==> src/rtl/tape_skip_pkg.sv <==
package tape_skip_pkg;

    localparam int CNT_W   = 16;
    localparam int KIND_W  = 3;
    localparam int CLASS_W = 3;

    typedef enum logic [KIND_W-1:0] {
        RSP_DATA = 3'd0,
        RSP_MARK = 3'd1,
        RSP_BOT  = 3'd2,
        RSP_EOM  = 3'd3,
        RSP_ERR  = 3'd4
    } rsp_e;

    typedef enum logic [1:0] {
        ST_IDLE,
        ST_REQ,
        ST_WAIT
    } state_e;

    // bit 0 is mark_seen, bit 7 is rev_bot
    typedef struct packed {
        logic rev_bot;
        logic incomplete;
        logic uncorr;
        logic at_bot;
        logic moved;
        logic log_end;
        logic short_rec;
        logic mark_seen;
    } flags_t;

    typedef struct packed {
        flags_t               flags;
        logic [CLASS_W-1:0]   cls;
    } result_t;

    localparam logic [CLASS_W-1:0] CLS_OK    = 3'd0;
    localparam logic [CLASS_W-1:0] CLS_ALERT = 3'd2;
    localparam logic [CLASS_W-1:0] CLS_LOST  = 3'd6;

    localparam logic [1:0] MODE_FWD = 2'd2;
    localparam logic [1:0] MODE_REV = 2'd3;

endpackage

==> src/rtl/tsk_residual.sv <==
module tsk_residual #(
    parameter int W = 16
) (
    input  logic         clk,
    input  logic         rst,
    input  logic         load,
    input  logic [W-1:0] load_val,
    input  logic         dec,
    output logic [W-1:0] cnt
);
    localparam logic [W-1:0] ONE = W'(1);

    always_ff @(posedge clk) begin
        if (rst)       cnt <= '0;
        else if (load) cnt <= load_val;
        else if (dec)  cnt <= cnt - ONE;
    end

    AST_RES_STEP: assert property (@(posedge clk) disable iff (rst)
        (!$past(load) && cnt != $past(cnt)) |-> cnt == $past(cnt) - ONE);

endmodule

==> src/rtl/tsk_step_fsm.sv <==
module tsk_step_fsm
    import tape_skip_pkg::*;
(
    input  logic clk,
    input  logic rst,
    input  logic start,
    input  logic rsp_valid,
    input  logic stop,
    output logic step_req,
    output logic busy,
    output logic load,
    output logic accept,
    output logic finish
);
    state_e state, nxt;

    always_comb begin
        nxt    = state;
        load   = 1'b0;
        accept = 1'b0;
        finish = 1'b0;
        unique case (state)
            ST_IDLE: if (start) begin
                load = 1'b1;
                nxt  = ST_REQ;
            end
            ST_REQ:  nxt = ST_WAIT;
            ST_WAIT: if (rsp_valid) begin
                accept = 1'b1;
                finish = stop;
                nxt    = stop ? ST_IDLE : ST_REQ;
            end
            default: nxt = ST_IDLE;
        endcase
    end

    always_ff @(posedge clk) begin
        if (rst) state <= ST_IDLE;
        else     state <= nxt;
    end

    assign step_req = (state == ST_REQ);
    assign busy     = (state != ST_IDLE);

    AST_REQ_SINGLE: assert property (@(posedge clk) disable iff (rst)
        step_req |=> !step_req);

    AST_NO_REQ_WAITING: assert property (@(posedge clk) disable iff (rst)
        (accept && !finish) |=> step_req);

endmodule

==> src/rtl/tsk_judge.sv <==
module tsk_judge
    import tape_skip_pkg::*;
#(
    parameter int W = 16
) (
    input  logic [KIND_W-1:0] kind,
    input  logic              prev_mark,
    input  logic              stop_dbl,
    input  logic [W-1:0]      cnt,
    output logic              stop,
    output logic              dec,
    output logic              nxt_prev,
    output result_t           res
);
    localparam logic [W-1:0] ONE = W'(1);
    logic [W-1:0] rem;

    assign rem = cnt - ONE;

    always_comb begin
        res      = '0;
        stop     = 1'b0;
        dec      = 1'b0;
        nxt_prev = prev_mark;
        unique case (rsp_e'(kind))
            RSP_DATA: begin
                res.flags.moved = 1'b1;
                nxt_prev        = 1'b0;
            end
            RSP_MARK: begin
                res.flags.moved = 1'b1;
                dec             = 1'b1;
                if (prev_mark && stop_dbl) begin
                    stop                = 1'b1;
                    res.flags.mark_seen = 1'b1;
                    res.flags.log_end   = 1'b1;
                    res.flags.short_rec = (rem != '0);
                    res.cls             = CLS_ALERT;
                end else begin
                    nxt_prev = 1'b1;
                    stop     = (rem == '0);
                    res.cls  = CLS_OK;
                end
            end
            RSP_BOT: begin
                stop                = 1'b1;
                res.flags.at_bot    = 1'b1;
                res.flags.short_rec = 1'b1;
                res.flags.rev_bot   = 1'b1;
                res.cls             = CLS_ALERT;
            end
            RSP_EOM: begin
                stop                 = 1'b1;
                res.flags.short_rec  = 1'b1;
                res.flags.incomplete = 1'b1;
                res.cls              = CLS_LOST;
            end
            default: begin
                stop                = 1'b1;
                res.flags.moved     = 1'b1;
                res.flags.uncorr    = 1'b1;
                res.flags.short_rec = 1'b1;
                res.cls             = CLS_LOST;
            end
        endcase
    end

endmodule

==> src/rtl/tape_file_skipper.sv <==
module tape_file_skipper
    import tape_skip_pkg::*;
#(
    parameter int CW = CNT_W
) (
    input  logic               clk,
    input  logic               rst,
    input  logic               start,
    input  logic [1:0]         mode,
    input  logic [CW-1:0]      file_count,
    input  logic               opt_stop_double,
    input  logic               opt_bot_mark,
    input  logic               at_bot,
    output logic               step_req,
    output logic               step_dir,
    input  logic               rsp_valid,
    input  logic [KIND_W-1:0]  rsp_kind,
    output logic               busy,
    output logic [CW-1:0]      residual,
    output logic               done,
    output logic [7:0]         res_flags,
    output logic [CLASS_W-1:0] res_class
);
    logic    load, accept, finish;
    logic    j_stop, j_dec, j_prev;
    result_t j_res, fin_res, res_q;
    logic    rev_q, stop_q, prev_q, moved_q, done_q;

    tsk_step_fsm u_fsm (
        .clk       (clk),
        .rst       (rst),
        .start     (start),
        .rsp_valid (rsp_valid),
        .stop      (j_stop),
        .step_req  (step_req),
        .busy      (busy),
        .load      (load),
        .accept    (accept),
        .finish    (finish)
    );

    tsk_judge #(.W(CW)) u_judge (
        .kind      (rsp_kind),
        .prev_mark (prev_q),
        .stop_dbl  (stop_q),
        .cnt       (residual),
        .stop      (j_stop),
        .dec       (j_dec),
        .nxt_prev  (j_prev),
        .res       (j_res)
    );

    tsk_residual #(.W(CW)) u_cnt (
        .clk      (clk),
        .rst      (rst),
        .load     (load),
        .load_val (file_count),
        .dec      (accept && j_dec),
        .cnt      (residual)
    );

    always_comb begin
        fin_res             = j_res;
        fin_res.flags.moved = j_res.flags.moved | moved_q;
    end

    always_ff @(posedge clk) begin
        if (rst) begin
            rev_q   <= 1'b0;
            stop_q  <= 1'b0;
            prev_q  <= 1'b0;
            moved_q <= 1'b0;
            done_q  <= 1'b0;
            res_q   <= '0;
        end else begin
            done_q <= finish;
            if (load) begin
                rev_q   <= (mode == MODE_REV);
                stop_q  <= opt_stop_double;
                prev_q  <= (mode == MODE_FWD) && at_bot && opt_bot_mark;
                moved_q <= 1'b0;
            end else if (accept) begin
                prev_q  <= j_prev;
                moved_q <= moved_q | j_res.flags.moved;
            end
            if (finish) res_q <= fin_res;
        end
    end

    assign step_dir  = rev_q;
    assign done      = done_q;
    assign res_flags = res_q.flags;
    assign res_class = res_q.cls;

    AST_DONE_PULSE: assert property (@(posedge clk) disable iff (rst)
        done |=> !done);

    AST_CLS0_ZERO: assert property (@(posedge clk) disable iff (rst)
        (done && res_class == CLS_OK) |-> residual == '0);

    AST_LOGEND_MARK: assert property (@(posedge clk) disable iff (rst)
        (done && res_flags[2]) |-> (res_flags[0] && res_class == CLS_ALERT));

    AST_BOT_REVERSE: assert property (@(posedge clk) disable iff (rst)
        (done && res_flags[4]) |-> step_dir);

    AST_IDLE_AT_DONE: assert property (@(posedge clk) disable iff (rst)
        done |-> (!busy && !step_req));

endmodule

==> config.mk <==
export PLATFORM = sky130hd
export DESIGN_NAME = tape_file_skipper
export DESIGN_NICKNAME = d
export VERILOG_FILES = /design/src/rtl/tape_skip_pkg.sv /design/src/rtl/tsk_residual.sv /design/src/rtl/tsk_step_fsm.sv /design/src/rtl/tsk_judge.sv /design/src/rtl/tape_file_skipper.sv
export SDC_FILE = /design/constraint.sdc
export NUM_CORES = 1
export LEC_CHECK = 0
export ABC_AREA = 1
export CORE_ASPECT_RATIO = 1.1
export CORE_MARGIN = 1.5
export CORE_UTILIZATION = 34
export CTS_BUF_LIST = sky130_fd_sc_hd__clkbuf_4 sky130_fd_sc_hd__clkbuf_8
export CTS_CLUSTER_DIAMETER = 80
export CTS_CLUSTER_SIZE = 30
export DETAILED_ROUTE_END_ITERATION = 10
export HOLD_SLACK_MARGIN = 0.06
export SYNTH_ARGS = -nofsm -noshare
export SYNTH_HDL_FRONTEND = slang
export SYNTH_SLANG_ARGS = --single-unit
==> constraint.sdc <==
create_clock -name clk -period 4.1 [get_ports clk]
set_input_delay 0.82 -clock clk [delete_from_list [all_inputs] [get_ports clk]]
set_output_delay 0.82 -clock clk [all_outputs]
set_load 0.005 [all_outputs]
# After elaboration in Yosys (flattened, before gate mapping)
# Cells that the tools add are included.
# op_classes
addsub	1
n_eq_ne	10
mux	29
n_bitwise	1
n_reduce_logical	17
# op_table
op	count
$mux 16	2
$mux 1	18
$logic_not 16->1	1
$reduce_bool 16->1	1
$sub 16x1->16 const B	1
$pmux 3 s3	1
$eq 2x2->1 const B	3
$eq 3x2->1 const B	2
$mux 2	3
$pmux 1 s2	3
$pmux 2 s3	1
$reduce_bool 2->1	3
$logic_and 1x1->1	4
$ne 2x2->1 const B	2
$reduce_or 2->1	2
$reduce_or 4->1	1
$eq 3x1->1 const B	1
$logic_not 3->1	1
$mux 3	1
$ne 3x3->1 const B	1
$reduce_and 3->1	1
$reduce_bool 3->1	1
$eq 2x1->1 const B	1
$logic_not 2->1	1
other kinds (2)	2
# word_totals
register_bits	33
inputBits	28
output_inout_bits	31
wordCells	73

# Longest topological paths before layout
# depth
depth_word	7
mapped_depth	16
ltp_nobuf	16

# By module
# Synthesis repeated with hierarchy kept, for this count alone.
# hier_totals
hier_cells	326
area_unflattened_um2	2084.5
# by_module_without_submodules
module	instances	cells_per_inst	area_each_um2
tsk_residual	1	159	1057.3
tape_file_skipper	1	80	598.1
tsk_judge	1	63	299.0
tsk_step_fsm	1	24	130.1

# Least setup slack after synthesis
# No wires, ideal clock.
# synth_path
path_kind	input port to flip-flop
start	input rsp_kind[2]
end	register u_cnt.cnt[2]
setup_ns	0.095
arrival_time_ns	1.949
required_time_ns	4.005
slack_ns	2.055
cell_stages	8
n_path_buf	1
cell_sequence	nor2_1 -> inv_1 -> nor2_1 -> inv_1 -> nor2_2 -> nor2_1 -> clkbuf_1 -> a221oi_1
# synth_via
elab_chain_len	4
# synth_rtl
element	line	rtl
start: declaration	tape_file_skipper.sv:17	input logic [KIND_W-1:0] rsp_kind,
$eq 3x1->1	tsk_judge.sv:25	unique case (rsp_e'(kind))
$mux 1	tsk_judge.sv:25	
$logic_and 1x1->1	tape_file_skipper.sv:58	.dec (accept && j_dec),
$reduce_bool 2->1 (no source line)	-	
end signal: assignment	tsk_residual.sv:15	else if (load) cnt <= load_val;
end signal: assignment	tsk_residual.sv:16	else if (dec) cnt <= cnt - ONE;
end: declaration	tsk_residual.sv:9	output logic [W-1:0] cnt
# Every way passes these cells.
# A chain may end at the register's enable or synchronous reset.

# Final worst setup path
# layout_path
start	input rsp_kind[1]
end	register u_cnt.cnt[3]
# The elaborated chain is that of the path after synthesis.

==> impl_metrics.csv <==
group,metric,value,unit
outcome,status,"finished clean",
sta,finalHoldViolations,0,
sta,clock_skew,0.00351,ns
routing,ant_nets,0,
synthesis,netlist_area,1900,um2
synthesis,syn_nets,345,
placed_design,place_area,2520,um2
cts,cts-buffers-inserted,5,
power,peakVddDrop,0.179,mV
routing,totalWireLength,5.21,mm
sta,finalSetupViolCount,0,
die,core-area,5400,um2
placed_design,portBuffers,57,
sta,relSlewSlack,31.9,%
final_layout,multi_input_area,1080,um2
worst_setup_path,critPathLaunchType,"input port",
cts,htree_num_levels,2,
die,die_w,74.4,um
synthesis,synthCells,315,
sta,rsz0062_at_grt,"false",
final_layout,syn_to_final_growth,37.7,%
placed_design,dp_hpwl,3.84,mm
global_route,grt_usage,18.2,%
cts,post_cts_buffers,0,
final_layout,final_cell_mix,"nand2_1 (106), clkdlybuf4s50_1 (57), nor2_1 (49)",
worst_setup_path,critPathArrivalTime,3.23,ns
die,die-area,6060,um2
routing,vias_per_cell,4.71,
final_layout,final_area,2620,um2
cts,cts_buffer_depth,2,
global_route,grt_remaining_overflow,0,
global_route,antenna_found_initial,0,
die,start_util,35.3,%
synthesis,synth-seq-area-share,32.6,%
routing,drtIter0Drc,76,
final_layout,nFillCells,590,
worst_setup_path,cp.required,4.33,ns
worst_setup_path,cp-end-kind,"register",
run,maxCapViolCount,0,
sta,fin_crit_sh,73.0,%
hold_path,min_path_type,"register to register",
sta,min_period,2.99,ns
die,die_height,81.5,um
cts,cts.clk_slew.worst_paths,0.07,ns
cts,hold_buffers,0,
cts,cts.sink_count,31,
power,power_density,342,nW/um2
synthesis,yosysWarnings,0,
final_layout,regArea,621,um2
global_route,grt_max_degree,23,
routing,routedWlPerCell,11.7,um
final_layout,final_layout_size_suffix_gt1_share,5.41,%
global_route,grt_pass1_vias,1971,
sta,finalSetupTns,0,ns
routing,drc,0,
final_layout,antenna_cells,0,
placed_design,pre_cts_ws,0.861,ns
worst_setup_path,crit_type,"input port to register",
sta,maxSlewViolCount,0,
synthesis,avgSynthCellArea,6.05,um2
final_layout,final_common_cell,"nand2_1",
sta,timing.fmax,0.334,GHz
cts,ctsResizeCount,0,
die,fp-row-count,28,
sta,setup_slack,1.11,ns
die,pin_count,59,
placed_design,place_congestion,0.826,
cts,cts_tree,"built",
synthesis,ys_types,30,
synthesis,ys_ff_latch,31,
sta,tightest_slew,1.02,ns
routing,dr_total_vias,2097,
routing,firstDrtPassIters,4,
power,p_leak,1.11,nW
final_layout,nets,399,
cts,clk_latency,0.28,ns
worst_setup_path,crit_path_max_fanout,17,
global_route,grt_pass1_wl,8.65,mm
cts,cts_root_buf,"clkbuf_8",
[cell usage after synthesis (all sizes together)]
library cell  number  area, um2
a21oi             12       60.1
xnor2              1       8.76
nand3b             5       37.5
inv               36        135
clkbuf             6       22.5
a221oi             1       8.76
nand2            109        417
o2111ai            1       8.76
a211oi             2       15.0
nand4              3       18.8
o211ai             3       22.5
a31oi             13       81.3
o21ai              8       40.0
buf                6       42.5
dfxtp             31        621
nor3               2       15.0
and2               1       6.26
nand3             18       95.1
nor2              54        220
ha                 2       25.0
conb               1       3.75
[power breakdown]
part | leakage [nW] | switching (mW) | internal (mW) | total (mW)
registers | 0.253 | 0.0221 | 0.320 | 0.342
logic | 0.803 | 0.156 | 0.123 | 0.279
clock network | 0.0505 | 0.122 | 0.153 | 0.275
[critical path: stages]
cell             delay [ns]
clkdlybuf4s50_1        0.52
nor2_1                 0.10
inv_1                  0.08
nor2_1                 0.04
inv_1                  0.09
nor2_2                 0.04
buf_4                  0.19
nor2_1                 0.78
inv_1                  0.20
o211ai_1               0.23
nand2_1                0.07
inv_1                  0.06
[area by class of cell]
| cell class | count | area share [%] |
|---|---|---|
| Timing Repair Buffer | 59 | 22.3 |
| Multi-Input combinational cell | 236 | 41.3 |
| Inverter | 36 | 5.15 |
| Clock buffer | 7 | 3.67 |
| Tap cell | 75 | 3.58 |
| Sequential cell | 31 | 23.7 |
| Clock inverter | 1 | 0.286 |
[sequential cells by signal (all words and copies together) (netlist names)]
register	count
u_fsm.state	2
stop_q	1
prev_q	1
done	1
u_cnt.cnt	16
moved_q	1
res_flags	6
step_dir	1
res_class	2
[cells by family after synthesis]
| family | after synthesis | share of synthesized area [%] |
|---|---|---|
| XOR/XNOR | 1 | 0.460 |
| other | 1 | 0.197 |
| flip-flops | 31 | 32.6 |
| buffers and inverters | 48 | 10.5 |
| AND/OR/NAND/NOR | 192 | 42.5 |
| adder cells (fa/ha/maj) | 2 | 1.31 |
| AO/OA/AOI/OAI | 40 | 12.4 |
[per-layer routing]
metal | vias to the layer above | track usage (%) | share of wire [%]
met3 | 4 | 3.56 | 6.0
met4 | 0 | 3.27 | 0.71
li1 | 1108 | - | -
met1 | 918 | 23.1 | 47
met2 | 67 | 32.1 | 46
met5 | - | 0 | 0
[metrics by stage]
stage               hold WS [ns]  total power, mW  instances  utilization (%)
floorplan                  0.454            0.523        315                -
global placement           0.453            0.628        437             46.7
detailed placement         0.459            0.628        437             46.7
CTS                        0.472            0.905        445             48.6
global route               0.488            0.960        445             48.6
finish                     0.474            0.896        445             48.6
[path summary, 6_finish.rpt]
path	from	endpoint	slack, ns	depth (start not counted)
worst max-delay path	rsp_kind[1]	u_cnt.cnt[3]	1.11	12
worst min-delay path	step_dir	step_dir	0.47	2
worst max register to register	u_cnt.cnt[0]	res_flags[6]	1.89	15
worst min register to register	step_dir	step_dir	0.47	2
No activity file was read; power rests on OpenSTA's default activity.
